[config.mk]
export PLATFORM = sky130hd
export DESIGN_NAME = ddr_cmd_monitor
export DESIGN_NICKNAME = d
export VERILOG_FILES = /design/src/rtl/ddr_mon_pkg.sv /design/src/rtl/ddr_cmd_decode.sv /design/src/rtl/ddr_bank_tracker.sv /design/src/rtl/ddr_burst_tracker.sv /design/src/rtl/ddr_cmd_monitor.sv
export SDC_FILE = /design/constraint.sdc
export NUM_CORES = 1
export LEC_CHECK = 0
export BUFFER_PORTS_ARGS = -buffer_cell sky130_fd_sc_hd__buf_4
export CAP_MARGIN = 20
export CORE_ASPECT_RATIO = 1.2
export CORE_MARGIN = 3
export CORE_UTILIZATION = 61
export DETAILED_ROUTE_END_ITERATION = 16
export PLACE_DENSITY = 0.88
export SYNTH_ARGS = -nofsm -noshare
export SYNTH_HDL_FRONTEND = slang
export SYNTH_SLANG_ARGS = --single-unit
[constraint.sdc]
create_clock -name clk -period 4.8 [get_ports clk]
set_clock_uncertainty 0.1 [all_clocks]
set_input_delay 0.96 -clock clk [delete_from_list [all_inputs] [get_ports clk]]
set_output_delay 0.96 -clock clk [all_outputs]
set_load 0.01 [all_outputs]
[src/rtl/ddr_mon_pkg.sv]
package ddr_mon_pkg;

  typedef enum logic [3:0] {
    CMD_NOP = 4'd0,
    CMD_ACT = 4'd1,
    CMD_RD  = 4'd2,
    CMD_WR  = 4'd3,
    CMD_BST = 4'd4,
    CMD_PRE = 4'd5,
    CMD_REF = 4'd6,
    CMD_SRE = 4'd7,
    CMD_LMR = 4'd8
  } cmd_t;

endpackage

[src/rtl/ddr_cmd_decode.sv]
module ddr_cmd_decode
  import ddr_mon_pkg::*;
(
  input  logic cke,
  input  logic cs_n,
  input  logic ras_n,
  input  logic cas_n,
  input  logic we_n,
  output cmd_t cmd
);

  always_comb begin
    cmd = CMD_NOP;
    if (!cs_n) begin
      unique case ({ras_n, cas_n, we_n})
        3'b111: cmd = CMD_NOP;
        3'b011: cmd = CMD_ACT;
        3'b101: cmd = CMD_RD;
        3'b100: cmd = CMD_WR;
        3'b110: cmd = CMD_BST;
        3'b010: cmd = CMD_PRE;
        3'b001: cmd = cke ? CMD_REF : CMD_SRE;
        3'b000: cmd = CMD_LMR;
        default: cmd = CMD_NOP;
      endcase
    end
  end

endmodule

[src/rtl/ddr_bank_tracker.sv]
module ddr_bank_tracker #(
  parameter int BANKS  = 4,
  parameter int ADDR_W = 13,
  localparam int BA_W  = $clog2(BANKS)
) (
  input  logic                           clk,
  input  logic                           rst_n,
  input  logic                           open_en,
  input  logic [BA_W-1:0]                open_bank,
  input  logic [ADDR_W-1:0]              open_row,
  input  logic [BANKS-1:0]               close_mask,
  output logic [BANKS-1:0]               open_vec,
  output logic [BANKS-1:0][ADDR_W-1:0]   rows
);

  logic [BANKS-1:0] open_d;

  for (genvar g = 0; g < BANKS; g++) begin : g_bank
    logic hit;
    assign hit = open_en && (open_bank == BA_W'(g));

    always_comb begin
      open_d[g] = open_vec[g];
      if (close_mask[g]) open_d[g] = 1'b0;
      if (hit)           open_d[g] = 1'b1;
    end

    always_ff @(posedge clk or negedge rst_n) begin
      if (!rst_n) begin
        open_vec[g] <= 1'b0;
        rows[g]     <= '0;
      end else begin
        open_vec[g] <= open_d[g];
        if (hit) rows[g] <= open_row;
      end
    end
  end

  // a full close mask with no activate leaves every bank closed
  a_r4_close_all: assert property (@(posedge clk) disable iff (!rst_n)
    (&close_mask && !open_en) |=> (open_vec == '0));

endmodule

[src/rtl/ddr_burst_tracker.sv]
module ddr_burst_tracker #(
  parameter int BANKS = 4,
  parameter int BL    = 4,
  localparam int BA_W  = $clog2(BANKS),
  localparam int CYC   = BL / 2,
  localparam int CNT_W = $clog2(CYC + 1)
) (
  input  logic            clk,
  input  logic            rst_n,
  input  logic            start,
  input  logic            start_wr,
  input  logic            start_ap,
  input  logic [BA_W-1:0] start_bank,
  input  logic            stop,
  output logic            active,
  output logic            is_wr,
  output logic            is_ap,
  output logic [BA_W-1:0] bank,
  output logic            ap_done
);

  logic [CNT_W-1:0] left_q, left_d;
  logic             wr_d, ap_d;
  logic [BA_W-1:0]  bank_d;

  assign active  = (left_q != '0);
  assign ap_done = active && is_ap && (left_q == CNT_W'(1));

  always_comb begin
    left_d = active ? left_q - CNT_W'(1) : '0;
    wr_d   = is_wr;
    ap_d   = is_ap;
    bank_d = bank;
    if (stop) left_d = '0;
    if (start) begin
      left_d = CNT_W'(CYC);
      wr_d   = start_wr;
      ap_d   = start_ap;
      bank_d = start_bank;
    end
  end

  always_ff @(posedge clk or negedge rst_n) begin
    if (!rst_n) begin
      left_q <= '0;
      is_wr  <= 1'b0;
      is_ap  <= 1'b0;
      bank   <= '0;
    end else begin
      left_q <= left_d;
      if (start) begin
        is_wr <= wr_d;
        is_ap <= ap_d;
        bank  <= bank_d;
      end
    end
  end

  // a burst with auto precharge is never restarted
  a_r6_no_restart_ap: assert property (@(posedge clk) disable iff (!rst_n)
    (active && is_ap) |-> !start);

  // a stop is only accepted during a plain read burst
  a_r8_stop_read_only: assert property (@(posedge clk) disable iff (!rst_n)
    stop |-> (active && !is_wr && !is_ap));

endmodule

[src/rtl/ddr_cmd_monitor.sv]
module ddr_cmd_monitor
  import ddr_mon_pkg::*;
#(
  parameter int BANKS  = 4,
  parameter int ADDR_W = 13,
  parameter int BL     = 4,
  parameter int AP_BIT = 10,
  localparam int BA_W  = $clog2(BANKS)
) (
  input  logic              clk,
  input  logic              rst_n,
  input  logic              cke,
  input  logic              cs_n,
  input  logic              ras_n,
  input  logic              cas_n,
  input  logic              we_n,
  input  logic [BA_W-1:0]   ba,
  input  logic [ADDR_W-1:0] addr,
  input  logic              dm,
  output logic [3:0]        cmd_o,
  output logic [BA_W-1:0]   bank_o,
  output logic [ADDR_W-1:0] addr_o,
  output logic [ADDR_W-1:0] row_o,
  output logic              ap_o,
  output logic              pre_all_o,
  output logic              mr_ext_o,
  output logic              illegal_o,
  output logic [BANKS-1:0]  bank_open_o,
  output logic              burst_o,
  output logic              self_ref_o,
  output logic              beat_wr_o,
  output logic              beat_mask_o
);

  cmd_t                         dec, cmd_eff;
  logic                         sr_q, sr_d;
  logic [BANKS-1:0]             open_vec, close_mask;
  logic [BANKS-1:0][ADDR_W-1:0] rows;
  logic                         b_active, b_wr, b_ap, b_done;
  logic [BA_W-1:0]              b_bank;
  logic                         a10, bank_hit, all_closed, bad;
  logic                         act_ok, rw_ok, pre_ok, bst_ok, sre_ok;

  ddr_cmd_decode u_dec (
    .cke   (cke),
    .cs_n  (cs_n),
    .ras_n (ras_n),
    .cas_n (cas_n),
    .we_n  (we_n),
    .cmd   (dec)
  );

  assign cmd_eff    = sr_q ? CMD_NOP : dec;
  assign a10        = addr[AP_BIT];
  assign bank_hit   = open_vec[ba];
  assign all_closed = (open_vec == '0);

  always_comb begin
    bad = 1'b0;
    unique case (cmd_eff)
      CMD_ACT:         bad = bank_hit;
      CMD_RD, CMD_WR:  bad = !bank_hit || (b_active && b_ap);
      CMD_BST:         bad = !(b_active && !b_wr && !b_ap);
      CMD_REF, CMD_SRE: bad = !all_closed;
      CMD_LMR:         bad = !all_closed || (ba[BA_W-1:1] != '0);
      default:         bad = 1'b0;
    endcase
  end

  assign act_ok = (cmd_eff == CMD_ACT) && !bad;
  assign rw_ok  = ((cmd_eff == CMD_RD) || (cmd_eff == CMD_WR)) && !bad;
  assign pre_ok = (cmd_eff == CMD_PRE);
  assign bst_ok = (cmd_eff == CMD_BST) && !bad;
  assign sre_ok = (cmd_eff == CMD_SRE) && !bad;

  always_comb begin
    close_mask = '0;
    if (pre_ok) close_mask = a10 ? '1 : (BANKS'(1) << ba);
    if (b_done) close_mask = close_mask | (BANKS'(1) << b_bank);
  end

  ddr_bank_tracker #(.BANKS(BANKS), .ADDR_W(ADDR_W)) u_banks (
    .clk        (clk),
    .rst_n      (rst_n),
    .open_en    (act_ok),
    .open_bank  (ba),
    .open_row   (addr),
    .close_mask (close_mask),
    .open_vec   (open_vec),
    .rows       (rows)
  );

  ddr_burst_tracker #(.BANKS(BANKS), .BL(BL)) u_burst (
    .clk        (clk),
    .rst_n      (rst_n),
    .start      (rw_ok),
    .start_wr   (cmd_eff == CMD_WR),
    .start_ap   (a10),
    .start_bank (ba),
    .stop       (bst_ok),
    .active     (b_active),
    .is_wr      (b_wr),
    .is_ap      (b_ap),
    .bank       (b_bank),
    .ap_done    (b_done)
  );

  assign sr_d = sr_q ? !cke : sre_ok;

  logic [3:0]        cmd_d;
  logic [BA_W-1:0]   bank_d;
  logic [ADDR_W-1:0] addr_d, row_d;
  logic              ap_d, pall_d, mext_d, ill_d, bwr_d, bmask_d;

  always_comb begin
    cmd_d   = cmd_eff;
    bank_d  = sr_q ? '0 : ba;
    addr_d  = sr_q ? '0 : addr;
    row_d   = act_ok ? addr : rows[ba];
    if (sr_q) row_d = '0;
    ap_d    = ((cmd_eff == CMD_RD) || (cmd_eff == CMD_WR)) && a10;
    pall_d  = (cmd_eff == CMD_PRE) && a10;
    mext_d  = (cmd_eff == CMD_LMR) && ba[0];
    ill_d   = bad;
    bwr_d   = !sr_q && b_active && b_wr && !dm;
    bmask_d = !sr_q && b_active && b_wr && dm;
  end

  always_ff @(posedge clk or negedge rst_n) begin
    if (!rst_n) begin
      sr_q        <= 1'b0;
      cmd_o       <= '0;
      bank_o      <= '0;
      addr_o      <= '0;
      row_o       <= '0;
      ap_o        <= 1'b0;
      pre_all_o   <= 1'b0;
      mr_ext_o    <= 1'b0;
      illegal_o   <= 1'b0;
      beat_wr_o   <= 1'b0;
      beat_mask_o <= 1'b0;
    end else begin
      sr_q        <= sr_d;
      cmd_o       <= cmd_d;
      bank_o      <= bank_d;
      addr_o      <= addr_d;
      row_o       <= row_d;
      ap_o        <= ap_d;
      pre_all_o   <= pall_d;
      mr_ext_o    <= mext_d;
      illegal_o   <= ill_d;
      beat_wr_o   <= bwr_d;
      beat_mask_o <= bmask_d;
    end
  end

  assign bank_open_o = open_vec;
  assign burst_o     = b_active;
  assign self_ref_o  = sr_q;

  // an activate to a closed bank leaves that bank open
  a_r5_act_opens: assert property (@(posedge clk) disable iff (!rst_n)
    (!sr_q && dec == CMD_ACT && !open_vec[ba]) |=> open_vec[$past(ba)]);

  // a read or write to a closed bank raises the flag
  a_r6_rw_closed: assert property (@(posedge clk) disable iff (!rst_n)
    (!sr_q && (dec == CMD_RD || dec == CMD_WR) && !open_vec[ba]) |=> illegal_o);

  // in self refresh with clock enable low nothing is tracked
  a_r11_sr_freeze: assert property (@(posedge clk) disable iff (!rst_n)
    (sr_q && !cke) |=> ($stable(open_vec) && self_ref_o && !illegal_o));

endmodule

## After elaboration in Yosys (flattened, before gate mapping)

Cells that the tools add are included.

- Bits in registers: 101
- Bits of input ports: 23
- Output and inout bits: 44
- Word-level logic and storage cells: 116

- Add/sub/neg operators: 1
- $lt $le $gt $ge: 1
- Equality and inequality tests: 19
- Shifts and indexed selects: 2
- Mux-type cells: 28
- Bitwise gates (word level): 1
- Reductions and logical operators: 41

Operators by type and width:

| cell | number |
|---|---|
| 13-bit two-way mux | 4 |
| 4-bit one-hot mux with 8 select lines | 1 |
| 13-bit binary-select mux with 2-bit select | 1 |
| 4-bit two-way mux | 5 |
| 1-bit logical AND | 19 |
| 4-bit by 3-bit == test with 1-bit output (second input constant) | 4 |
| 3-bit == test (second input constant) | 4 |
| 1-bit two-way mux | 11 |
| 2-bit nonzero test | 5 |
| 1-bit zero test | 9 |
| 4-bit by 2-bit == test with 1-bit output (second input constant) | 2 |
| 2-bit two-way mux | 4 |
| 1-bit by 2-bit << shifter with 4-bit output (first input constant) | 2 |
| 3-bit by 2-bit == test with 1-bit output (second input constant) | 2 |
| 1-bit one-hot mux with 5 select lines | 1 |
| 2-bit by 1-bit == test with 1-bit output (second input constant) | 2 |
| 2-bit == test (second input constant) | 2 |
| 4-bit by 1-bit == test with 1-bit output (second input constant) | 1 |
| 4-bit == test (second input constant) | 1 |
| 4-bit zero test | 1 |
| 4-bit OR | 1 |
| 2-bit OR reduction | 2 |
| 3-bit by 1-bit == test with 1-bit output (second input constant) | 1 |
| 3-bit zero test | 1 |
| 5 further kinds | 7 |

## Logic depth before layout (Yosys ltp)

Gate-level depths: netlist of the first run.

- Word-level depth: 11
- Mapped depth: 8
- Mapped depth without buffers: 4

## Modules after synthesis

From an unflattened synthesis of the first run, not the netlist that was laid out.

- Cell total of the unflattened synthesis: 303
- Area, all modules: 4350.4 µm²

By module, submodules not included:

| module | instances | cells each | area each (µm²) | seq. area each (µm²) |
|---|---|---|---|---|
| ddr_bank_tracker | 1 | 124 | 2093.3 | 1401.3 |
| ddr_cmd_monitor | 1 | 153 | 1963.1 | 975.9 |
| ddr_burst_tracker | 1 | 16 | 230.2 | 150.1 |
| ddr_cmd_decode | 1 | 10 | 63.8 | 0.0 |

## Least setup slack after synthesis of the first run

OpenSTA, ideal clock, no wires.

- Path type: input -> register
- From: in ba[1]
- To: reg u_banks.rows[43] (netlist bit)
- Library setup time: 125 ps
- Data arrival time: 2550 ps
- Data required time: 4575 ps
- Path slack: 2025 ps
- Stages on the path: 7
- Buffers on the path: 3
- Cells stage by stage: mux4_2 and4b_1 buf_4 and3_1 buf_6 buf_12 mux2_4

- Word-level cells in the longest chain between the ends: 8
- Elaborated cells on any way between the ends: 10
- Classes of those cells: 1 x eq/ne; 3 x mux; 6 x reduce/logical

Ends and longest elaborated chain:

| what | RTL line | source |
|---|---|---|
| start: declaration | ddr_cmd_monitor.sv:17 | `input logic [BA_W-1:0] ba,` |
| 1-bit binary-select mux with 2-bit select | ddr_cmd_monitor.sv:55 | `assign bank_hit = open_vec[ba];` |
| 1-bit two-way mux (not written as such) | ddr_cmd_monitor.sv:55 |  |
| 1-bit zero test | ddr_cmd_monitor.sv:62 | `CMD_RD, CMD_WR: bad = !bank_hit \|\| (b_active && b_ap);` |
| 1-bit logical OR | ddr_cmd_monitor.sv:62 |  |
| 1-bit one-hot mux with 5 select lines | ddr_cmd_monitor.sv:60 | `unique case (cmd_eff)` |
| 1-bit zero test | ddr_cmd_monitor.sv:70 | `assign act_ok = (cmd_eff == CMD_ACT) && !bad;` |
| 1-bit logical AND | ddr_cmd_monitor.sv:70 |  |
| 1-bit logical AND (*) | ddr_bank_tracker.sv:20 | `assign hit = open_en && (open_bank == BA_W'(g));` |
| end signal: indexed assignment | ddr_bank_tracker.sv:34 | `if (hit) rows[g] <= open_row;` |
| end: declaration | ddr_bank_tracker.sv:13 | `output logic [BANKS-1:0][ADDR_W-1:0] rows` |

Every way passes the cells marked *; elsewhere a longest branch is shown, timed or not. The select of a mux whose other input is x is not followed.
A chain may end at the register's enable or synchronous reset.

## Worst setup path in the final report of the first run

- From: in ba[1]
- To: reg u_banks.rows[41] (netlist bit)

The elaborated chain is that of the path after synthesis.

==> out/qor.log, run 1 <==
qor: sta.grt_setup_unrepaired false
qor: synth.synth_area 0.004338 mm2
qor: clock_network.cts_hold_repair.buffers 0
qor: sta.worst_pin_slew 0.8331 ns
qor: floorplan.rows 33
qor: floorplan.die-area 0.008163 mm2
qor: critical_path.critical_path.endpoint_type register
qor: global_routing.globalRoute.totalOverflow 0
qor: critical_path.worst-path-max-fanout 23
qor: synth.synthesis.instances 315
qor: routing.via_per_inst 5.817
qor: cells_and_area.layout.nets 396
qor: synth.synth_xor_area_share 0%
qor: routing.vias 2705
qor: place.numPortBuffers 66
qor: global_routing.grt_start_max_net_pins 68
qor: clock_network.tritoncts done
qor: floorplan.ios 67
qor: pwr.power.leakage 2.393 nW
qor: clock_network.clock_latency 0.36 ns
qor: clock_network.post_cts_resize_count 0
qor: global_routing.antenna_found_initial 0
qor: clock_network.cts_inserted_buffers 9
qor: hold_path.hold_path.class register to register
qor: floorplan.floorplan.die.width 82.98 um
qor: synth.synth_ff_type dfrtp_1
qor: cells_and_area.final_common_cell dfrtp_1
qor: critical_path.timing.critical_path.from_type input port
qor: synth.number_of_synthesized_flops_with_an_enable_pin 0
qor: sta.setup_viol 0
qor: sta.final_period_minus_worst_setup_slack 3.346 ns
qor: cells_and_area.areaGrowthSynthToFinish 15.32%
qor: sta.final_min_period_over_clock_period 69.71%
qor: routing.post_drt_wl_per_cell 18.48 um
qor: clock_network.cts-htree-levels 3
qor: pwr.switchingPower 0.5340 mW
qor: routing.first_pass_iters 4
qor: clock_network.clkSlewWorstSetupHoldPaths 0.09 ns
qor: sta.slew-limit-headroom 44.46%
qor: synth.synth_seq_area_share 58.26%
qor: critical_path.cp.required 4.95 ns
qor: pwr.internal_power 1.423 mW
qor: place.post-place-ws 1.116 ns
qor: synth.synth.lib_cells_used.distinct 42
qor: pwr.portion_of_total_power_attributed_to_combinational_logic 19.9%
qor: routing.drcViolationCount 0
qor: cells_and_area.total_of_fill_cells_in_the_finished_design 448
qor: global_routing.first_global_vias 2785
qor: place.dpl.hpwl 5.582 mm
qor: place.finalWeightedCongestion 0.8420
qor: cells_and_area.fraction_of_layout_cells_with_a_size_suffix_above_1 40.48%
qor: global_routing.grt_util_all_layers 22.15%
qor: critical_path.timing.setup.critical_path_class input port to register
qor: synth.synthesis.yosys.warnings 0
qor: pwr.switching_share_of_power 27.29%
qor: outcome.run_status completed
qor: cells_and_area.antenna_cells_inserted 0
qor: run.drv_cap 0
qor: floorplan.core 0.006854 mm2
qor: synth.share_of_the_synthesized_area_in_compound_gates_ao_oa_aoi_oai 4.759%
qor: routing.ant_nets 0
qor: floorplan.floorplan.initialDensity 63.29%
qor: synth.synth-async-reset-ratio 100.0%
qor: synth.post_synth_fa_ha_maj_area_fraction 0%
qor: synth.synth_top_family_by_area multiplexers
qor: sta.max_freq 298.8 MHz
qor: cells_and_area.layout.area.seq 0.002527 mm2
qor: floorplan.die-height 98.38 um
qor: critical_path.cp.arrival 3.50 ns
qor: cells_and_area.multi_input_comb_area 0.001657 mm2
qor: sta.slew_viol_final 0
qor: synth.ys_seq_elements 101
qor: sta.final_hold_viol_count 0
qor: pwr.pwr-share-clk 24.5%
qor: clock_network.clock_sinks 101
qor: routing.routed_wl 8.593 mm
qor: clock_network.clockBufferDepth 2
qor: synth.mean_instance_size_in_the_synthesized_netlist 13.77 um2
qor: clock_network.postCtsSetupBuffers 0
qor: sta.fin_ws 1.454 ns
qor: pwr.proportion_of_power_drawn_by_flip_flops_and_latches 55.6%
qor: pwr.powerDensity 391.2 mW/mm2
qor: synth.synth_simple_gate_area_share 10.85%
qor: cells_and_area.mostFrequentLayoutCells 101 x dfrtp_1, 69 x buf_4, 36 x mux2_2
qor: routing.starting_drc_count_in_detailed_routing 163
qor: global_routing.global_route_wire_length_before_repair 14.23 mm
qor: synth.synth_fp_nets 338
qor: pwr.vdd.ir_drop.worst 0.2166 mV
qor: sta.totalNegativeSetupSlack 0 ns
qor: clock_network.cts-root-buf clkbuf_8
qor: synth.synthMuxAreaShare 22.58%
## final cells by class
type,instances,share of cell area (%)
Sequential cell,101,50.53
Multi-Input combinational cell,188,33.12
Timing Repair Buffer,69,10.36
Clock buffer,9,2.476
Tap cell,87,2.176
Clock inverter,7,1.051
Inverter,4,0.3001
## worst paths after layout
check / end / start / cells after the start / slack [ns]
worst max register to register: u_banks.rows[41]$_DFFE_PN0P_ / u_banks.open_vec[3]$_DFFE_PN0P_ / 4 / 1.98
worst min-delay path: u_banks.rows[10]$_DFFE_PN0P_ / u_banks.rows[10]$_DFFE_PN0P_ / 1 / 0.40
max in group asynchronous: u_banks.rows[25]$_DFFE_PN0P_ / rst_n / 2 / 3.08
worst min register to register: u_banks.rows[10]$_DFFE_PN0P_ / u_banks.rows[10]$_DFFE_PN0P_ / 1 / 0.40
min in group asynchronous: addr_o[11]$_DFF_PN0_ / rst_n / 1 / 0.59
worst max-delay path: u_banks.rows[41]$_DFFE_PN0P_ / ba[1] / 5 / 1.45
## Yosys cell counts (2+ instances only)
cell type	count	area share (%)
dfrtp_1	101	58
mux2_2	36	9.3
nand2_1	31	2.7
nor2b_1	19	2.7
a21oi_1	16	1.8
mux4_2	14	7.3
mux2_1	11	2.9
clkbuf_1	10	0.87
nor2_1	10	0.87
mux2_4	9	3.1
a31o_2	4	0.81
and2_1	4	0.58
and3_1	4	0.58
buf_4	4	0.69
inv_1	4	0.35
o21ai_0	4	0.46
buf_6	3	0.78
nor3_1	3	0.35
a21o_1	2	0.35
buf_1	2	0.17
buf_2	2	0.23
nand4_1	2	0.29
## routing by layer
| metal | track usage (%) | vias to the layer above | share of wire (%) |
|---|---|---|---|
| met5 | 0 | - | 0 |
| met4 | 5.660 | 0 | 1.1 |
| met3 | 4.895 | 6 | 5.4 |
| met2 | 38.40 | 92 | 55 |
| met1 | 28.54 | 1380 | 39 |
| li1 | - | 1227 | - |
## metrics by stage
| stage | utilization (%) | power, mW | cells | area, um2 | hold slack [ns] |
|---|---|---|---|---|---|
| 6_report | 72.98 | 1.957 | 465 | 5002 | 0.4019 |
| 5_1_grt | 72.98 | 2.052 | 465 | 5002 | 0.4132 |
| 4_1_cts | 72.98 | 1.965 | 465 | 5002 | 0.3997 |
| 3_5_place_dp | 70.41 | 1.493 | 449 | 4826 | 0.3773 |
| 3_3_place_gp | 70.41 | 1.469 | 449 | 4826 | 0.3632 |
| 2_1_floorplan | - | 1.324 | 315 | 4338 | 0.3524 |
## power by group through the flow
stage	clock, mW	sequential (mW)	combinational, mW
after global routing	0.524	1.10	0.425
after CTS	0.484	1.09	0.395
after global placement	0	1.09	0.378
after detailed placement	0	1.10	0.391
final	0.479	1.09	0.390
after floorplan	0	1.10	0.226
## logic make-up after synthesis
kind of cell,Yosys count
AOI/OAI and AO/OA,33
muxes,70
buffers and inverters,26
and+or+nand+nor,85
DFF,101
## flip-flops by register name (all words and copies together), names as in the netlist
name              cells
ap_o                  1
u_burst.is_wr         1
illegal_o             1
u_burst.is_ap         1
u_burst.left_q        2
u_banks.open_vec      4
self_ref_o            1
row_o                13
addr_o               13
u_burst.bank          2
u_banks.rows         52
beat_mask_o           1
mr_ext_o              1
pre_all_o             1
bank_o                2
cmd_o                 4
beat_wr_o             1
## critical path, cell delays in order
cell and delay (ns):
buf_4 0.29, mux4_2 0.61, and4b_1 0.47, and3_1 0.75, mux2_2 0.42
(Power assumes the default switching activity.)
==> run 2: changes to the inputs <==
--- a/config.mk
+++ b/config.mk
@@ -5,13 +5,14 @@
 export SDC_FILE = /design/constraint.sdc
 export NUM_CORES = 1
 export LEC_CHECK = 0
+export ABC_AREA = 1
 export BUFFER_PORTS_ARGS = -buffer_cell sky130_fd_sc_hd__buf_4
 export CAP_MARGIN = 20
 export CORE_ASPECT_RATIO = 1.2
 export CORE_MARGIN = 3
-export CORE_UTILIZATION = 61
+export CORE_UTILIZATION = 57
 export DETAILED_ROUTE_END_ITERATION = 16
-export PLACE_DENSITY = 0.88
+export PLACE_DENSITY = 0.83
 export SYNTH_ARGS = -nofsm -noshare
 export SYNTH_HDL_FRONTEND = slang
 export SYNTH_SLANG_ARGS = --single-unit
==> constraint.sdc (replaced) <==
create_clock -name clk -period 3.35 [get_ports clk]
set_clock_uncertainty 0.1 [all_clocks]
set_input_delay 0.67 -clock clk [delete_from_list [all_inputs] [get_ports clk]]
set_output_delay 0.67 -clock clk [all_outputs]
set_load 0.01 [all_outputs]
==> run 2 against run 1 <==
Against the previous run:
- critical path depth is 6 higher
- routed wire length grew 33%
- register-to-register slack got worse by 1.1 ns
- total power grew 50%
- final cell count grew 45%
- largest power group unchanged
- highest routed layer unchanged
==> out/qor.log, run 2 <==
qor: critical_path.startpoint ras_n
qor: clock_network.clock_latency 0.36 ns
qor: sta.totalNegativeSetupSlack 0 ns
qor: global_routing.global_route_wire_length_before_repair 18.66 mm
qor: pwr.power.leakage 2.841 nW
qor: synth.netlist.area_leader.share 55.99%
qor: global_routing.grt_util_all_layers 26.43%
qor: floorplan.rows 34
qor: synth.post-synth-top-count-cell nand2_1
qor: synth.synth_top_family_by_area simple AND/OR/NAND/NOR gates
qor: critical_path.critical_path.endpoint_type register
qor: clock_network.postCtsSetupBuffers 0
qor: clock_network.cts-htree-levels 3
qor: sta.setup_viol 0
qor: cells_and_area.top_regs u_banks.rows x52, addr_o x13, row_o x13
qor: pwr.report.power.total 2.939 mW
qor: cells_and_area.layout.nets 602
qor: sta.slew-limit-headroom 36.45%
qor: sta.fin_ws 0.7899 ns
qor: routing.starting_drc_count_in_detailed_routing 574
qor: global_routing.globalRoute.totalOverflow 0
qor: cells_and_area.total_of_fill_cells_in_the_finished_design 568
qor: synth.synthesis.instances 522
qor: cells_and_area.areaGrowthSynthToFinish 16.44%
qor: place.numPortBuffers 66
qor: critical_path.worst-path-max-fanout 31
qor: synth.synth_area_leaders dfrtp_1 56%, nand2_1 12%, nand4_1 7.9%
qor: synth.synth_fp_nets 545
qor: pwr.proportion_of_power_drawn_by_flip_flops_and_latches 51.6%
qor: floorplan.floorplan.die.width 87.24 um
qor: routing.routed_wl 11.43 mm
qor: synth.post_synth_fa_ha_maj_area_fraction 0%
qor: clock_network.clockBufferDepth 2
qor: synth.synth_area 0.004514 mm2
qor: clock_network.clkSlewWorstSetupHoldPaths 0.10 ns
qor: cells_and_area.mostFrequentLayoutCells 147 x nand2_1, 101 x dfrtp_1, 78 x buf_4
qor: clock_network.tritoncts done
qor: floorplan.die-height 103.5 um
qor: sta.worst_pin_slew 0.9497 ns
qor: synth.synthMuxAreaShare 0%
qor: synth.mean_instance_size_in_the_synthesized_netlist 8.648 um2
qor: hold_path.hold_path.class input port to asynchronous set/reset pin
qor: pwr.internal_power 2.076 mW
qor: place.placed_cell_area 0.005032 mm2
qor: sta.max_freq 390.6 MHz
qor: synth.post-synth-top-area-cell dfrtp_1
qor: synth.synth-async-reset-ratio 100.0%
qor: pwr.vdd.ir_drop.worst 0.3245 mV
qor: clock_network.clock_sinks 101
qor: clock_network.post_cts_resize_count 0
qor: routing.first_pass_iters 6
qor: global_routing.first_global_vias 3790
qor: cells_and_area.fraction_of_layout_cells_with_a_size_suffix_above_1 17.64%
qor: sta.slew_viol_final 0
qor: cells_and_area.largest_register u_banks.rows
qor: global_routing.grt_start_max_net_pins 102
qor: sta.final_period_minus_worst_setup_slack 2.560 ns
qor: cells_and_area.largest_register_ffs 52
qor: place.post-place-ws 0.4920 ns
qor: place.dpl.hpwl 7.707 mm
qor: synth.synth.lib_cells_used.distinct 22
qor: pwr.powerDensity 559.1 mW/mm2
qor: sta.final_hold_viol_count 0
qor: place.finalWeightedCongestion 0.8547
qor: synth.synth_xor_area_share 0%
qor: critical_path.worst_r2r_startpoint self_ref_o$_DFF_PN0_
qor: pwr.portion_of_total_power_attributed_to_combinational_logic 19.3%
qor: critical_path.timing.critical_path.from_type input port
qor: synth.number_of_synthesized_flops_with_an_enable_pin 0
qor: critical_path.cp.arrival 2.71 ns
qor: routing.via_per_inst 6.001
qor: floorplan.ios 67
qor: synth.synth_simple_gate_area_share 29.27%
qor: routing.post_drt_wl_per_cell 16.96 um
qor: global_routing.antenna_found_initial 0
qor: synth.ys_seq_elements 101
qor: run.drv_cap 0
qor: routing.vias 4045
qor: synth.share_of_the_synthesized_area_in_compound_gates_ao_oa_aoi_oai 7.068%
qor: routing.drcViolationCount 0
qor: floorplan.floorplan.initialDensity 60.29%
qor: synth.synthesis.yosys.warnings 0
qor: synth.synth_seq_area_share 55.99%
qor: floorplan.die-area 0.009028 mm2
qor: synth.synth_ff_type dfrtp_1
qor: clock_network.cts-root-buf clkbuf_8
qor: pwr.pwr-share-clk 29.1%
qor: sta.grt_setup_unrepaired false
qor: cells_and_area.design_area 0.005256 mm2
qor: routing.ant_nets 0
qor: critical_path.timing.setup.critical_path_class input port to register
qor: cells_and_area.final_common_cell nand2_1
qor: outcome.run_status completed
qor: pwr.switchingPower 0.8635 mW
qor: cells_and_area.antenna_cells_inserted 0
qor: synth.synth_commonest_cells 147 x nand2_1, 101 x dfrtp_1, 57 x nand4_1
qor: floorplan.core 0.007487 mm2
qor: clock_network.cts_inserted_buffers 9
qor: sta.final_min_period_over_clock_period 76.42%
qor: clock_network.cts_hold_repair.buffers 0
qor: critical_path.cp.required 3.50 ns
qor: pwr.switching_share_of_power 29.38%
-- run 2: cell count changes in the layout (fill, tap and decap cells not counted), moves of 27 or more --
cell	change
inv_1	+31
mux2_2	-36
nand2_1	+116
nand4_1	+55
nor2_1	+46
o22ai_1	+27
-- run 2: cell type report --
cell class	count	area (um2)	area share (%)
repair buffers	79	605.6	11.52
well taps	90	112.6	2.142
clock inverters	5	82.58	1.571
flip-flops and latches	101	2527	48.08
multi-input cells	349	1640	31.21
clock buffers	11	141.4	2.690
inverters	39	146.4	2.785
-- run 2: worst max-delay path: stages --
cell	delay, ns
buf_4	0.10
inv_1	0.08
nand4_1	0.12
inv_2	0.21
nand2_1	0.15
nand3_2	0.09
nor2_4	0.17
buf_4	0.29
nand3_1	0.50
nand2_1	0.23
nand2_1	0.08
-- run 2: per-layer routing --
layer  global-route usage, %  vias up  wire, um  part of all wire, %
met5                       0        -         0                    0
met4                   9.917        0       231                  2.0
met3                   5.468       25      1204                   11
met2                   39.91      249      5293                   46
met1                   37.92     1921      4700                   41
li1                        -     1850         -                    -
-- run 2: kinds of logic after synthesis --
group,after synthesis
flip-flops,101
buffers and inverters,72
AO/OA/AOI/OAI,55
AND/OR/NAND/NOR,294
-- run 2: power groups by stage --
stage,registers [mW],logic (mW),clock network [mW]
2_1_floorplan,1.54,0.312,0
3_3_place_gp,1.53,0.539,0
3_5_place_dp,1.54,0.561,0
4_1_cts,1.51,0.565,0.864
5_1_grt,1.54,0.635,0.917
6_report,1.52,0.567,0.855
-- run 2: stage by stage --
stage	util [%]	hold WS, ns	cells
6_report	70.20	0.2434	674
2_1_floorplan	-	0.2744	522
4_1_cts	70.20	0.2771	674
3_3_place_gp	67.21	0.3538	658
5_1_grt	70.20	0.2912	674
3_5_place_dp	67.21	0.3587	658
-- run 2: path summary, 6_finish.rpt --
path	endpoint	slack [ns]	depth (start not counted)
setup / recovery	u_banks.rows[35]$_DFFE_PN0P_	0.79	11
hold / removal	cmd_o[3]$_DFF_PN0_	0.24	2
setup reg to reg	u_banks.rows[35]$_DFFE_PN0P_	0.84	10
hold reg to reg	u_banks.rows[23]$_DFFE_PN0P_	0.38	2
max in group asynchronous	u_banks.rows[13]$_DFFE_PN0P_	2.51	2
min in group clk	beat_wr_o$_DFF_PN0_	0.35	2
==> run 3: changes to the inputs <==
==> constraint.sdc (replaced) <==
create_clock -name clk -period 2.5 [get_ports clk]
set_clock_uncertainty 0.1 [all_clocks]
set_input_delay 0.5 -clock clk [delete_from_list [all_inputs] [get_ports clk]]
set_output_delay 0.5 -clock clk [all_outputs]
set_load 0.01 [all_outputs]
==> run 3 against run 2 <==
Against the previous run:
- utilization is 0.23 points lower
- cell area is 0.33% lower
- non-clock buffer count is 5 higher
- clock-buffer cell count is 1 lower
- final cell count is 0.74% higher
==> out/qor.log, run 3 (synthesis results as in run 2) <==
qor: place.post-place-ws 0.3186 ns
qor: clock_network.cts-htree-levels 3
qor: sta.fin_ws 0.5580 ns
qor: critical_path.critical_path.endpoint_type register
qor: routing.ant_nets 0
qor: critical_path.timing.setup.critical_path_class register to register
qor: routing.starting_drc_count_in_detailed_routing 428
qor: global_routing.grt_start_max_net_pins 41
qor: sta.slew_viol_final 0
qor: floorplan.floorplan.initialDensity 60.29%
qor: routing.drcViolationCount 0
qor: global_routing.grt_util_all_layers 26.60%
qor: place.placedCellCount 662
qor: pwr.report.power.total 3.711 mW
qor: place.numPortBuffers 66
qor: place.finalWeightedCongestion 0.8820
qor: critical_path.timing.critical_path.from_type register
qor: cells_and_area.top_regs u_banks.rows x52, addr_o x13, row_o x13
qor: routing.via_per_inst 5.934
qor: cells_and_area.areaGrowthSynthToFinish 16.05%
qor: clock_network.post_cts_resize_count 0
qor: cells_and_area.antenna_cells_inserted 0
qor: sta.final_hold_viol_count 0
qor: cells_and_area.largest_register u_banks.rows
qor: clock_network.cts-root-buf clkbuf_8
qor: sta.grt_setup_unrepaired false
qor: cells_and_area.final_common_cell nand2_1
qor: clock_network.clockBufferDepth 2
qor: run.drv_cap 0
qor: global_routing.antenna_found_initial 0
qor: clock_network.clock_sinks 101
qor: floorplan.floorplan.die.width 87.24 um
qor: pwr.powerDensity 708.4 mW/mm2
qor: clock_network.clock_latency 0.37 ns
qor: clock_network.postCtsSetupBuffers 0
qor: sta.setup_viol 0
qor: sta.totalNegativeSetupSlack 0 ns
qor: cells_and_area.stdcell_count 679
qor: place.placed_cell_area 0.005062 mm2
qor: floorplan.die-area 0.009028 mm2
qor: global_routing.first_global_vias 3728
qor: critical_path.worst-path-max-fanout 35
qor: floorplan.die-height 103.5 um
qor: cells_and_area.layout.nets 607
qor: cells_and_area.fraction_of_layout_cells_with_a_size_suffix_above_1 18.17%
qor: routing.first_pass_iters 5
qor: critical_path.cp.required 2.71 ns
qor: routing.post_drt_wl_per_cell 16.72 um
qor: global_routing.global_route_wire_length_before_repair 18.63 mm
qor: cells_and_area.mostFrequentLayoutCells 147 x nand2_1, 101 x dfrtp_1, 82 x buf_4
qor: cells_and_area.largest_register_ffs 52
qor: clock_network.tritoncts done
qor: hold_path.hold_path.class input port to register
qor: sta.final_min_period_over_clock_period 77.68%
qor: floorplan.ios 67
qor: sta.max_freq 514.9 MHz
qor: cells_and_area.design_area 0.005239 mm2
qor: clock_network.cts_hold_repair.buffers 1
qor: sta.worst_pin_slew 0.6547 ns
qor: critical_path.cp.arrival 2.15 ns
qor: global_routing.globalRoute.totalOverflow 0
qor: pwr.vdd.ir_drop.worst 0.4145 mV
qor: floorplan.core 0.007487 mm2
qor: sta.final_period_minus_worst_setup_slack 1.942 ns
qor: pwr.power.leakage 2.832 nW
qor: outcome.run_status completed
qor: routing.vias 4029
qor: clock_network.cts_inserted_buffers 9
qor: routing.routed_wl 11.35 mm
qor: sta.slew-limit-headroom 56.25%
qor: place.dpl.hpwl 7.700 mm
qor: clock_network.clkSlewWorstSetupHoldPaths 0.09 ns
qor: floorplan.rows 34
## run 3: changes by cell type in the layout (fill, tap and decap cells not counted)
cell | before | now
buf_4 | 78 | 82
dlygate4sd3_1 | 0 | 1
clkinv_2 | 1 | 3
clkinv_4 | 1 | 0
clkinvlp_4 | 0 | 2
bufinv_16 | 2 | 0
clkbuf_8 | 10 | 9
## run 3: routing by layer
layer | track usage (%) | up-vias | share of wire [%]
li1 | - | 1868 | -
met1 | 37.48 | 1894 | 41
met2 | 40.89 | 241 | 47
met3 | 5.468 | 26 | 9.4
met4 | 10.04 | 0 | 2.0
met5 | 0 | - | 0
## run 3: area by class of cell
| type | instances | area, um2 |
|---|---|---|
| sequential | 101 | 2527 |
| fill | 560 | 2248 |
| multi-input combinational | 349 | 1640 |
| timing repair buffer | 84 | 645.6 |
| inverter | 39 | 146.4 |
| clock buffer | 10 | 127.6 |
| tap | 90 | 112.6 |
| clock inverter | 6 | 38.79 |
## run 3: metrics by stage
| step | hold slack [ns] | utilization [%] |
|---|---|---|
| after detailed placement | 0.3592 | 67.61 |
| after global routing | 0.1681 | 69.97 |
| after global placement | 0.3529 | 67.61 |
| after floorplan | 0.1044 | - |
| after CTS | 0.1758 | 69.97 |
| final | 0.1783 | 69.97 |
## run 3: where the power goes
part / switching [mW] / internal (mW)
combinational: 0.459 / 0.306
sequential: 0.144 / 1.88
clock: 0.560 / 0.361
total: 1.16 / 2.55
## run 3: worst paths after layout
check                                                 from                            to  slack, ns  cells past startpoint
setup / recovery           u_banks.open_vec[1]$_DFFE_PN0P_   u_banks.rows[6]$_DFFE_PN0P_       0.56                      8
hold / removal                                          dm           beat_wr_o$_DFF_PN0_       0.18                      2
setup reg to reg           u_banks.open_vec[1]$_DFFE_PN0P_   u_banks.rows[6]$_DFFE_PN0P_       0.56                      8
hold reg to reg               u_banks.rows[33]$_DFFE_PN0P_  u_banks.rows[33]$_DFFE_PN0P_       0.38                      2
max in group asynchronous                            rst_n  u_banks.rows[18]$_DFFE_PN0P_       1.08                      3
min in group asynchronous                            rst_n                ap_o$_DFF_PN0_       0.52                      2
## run 3: critical path, cell delays in order, from the launching register on
cell and delay, ns:
dfrtp_1 0.43, nor2_1 0.16, nand4_1 0.11, nand2_1 0.09, nand3_2 0.10, nor2_4 0.25
buf_4 0.39, nand4_1 0.15, nand2_1 0.09
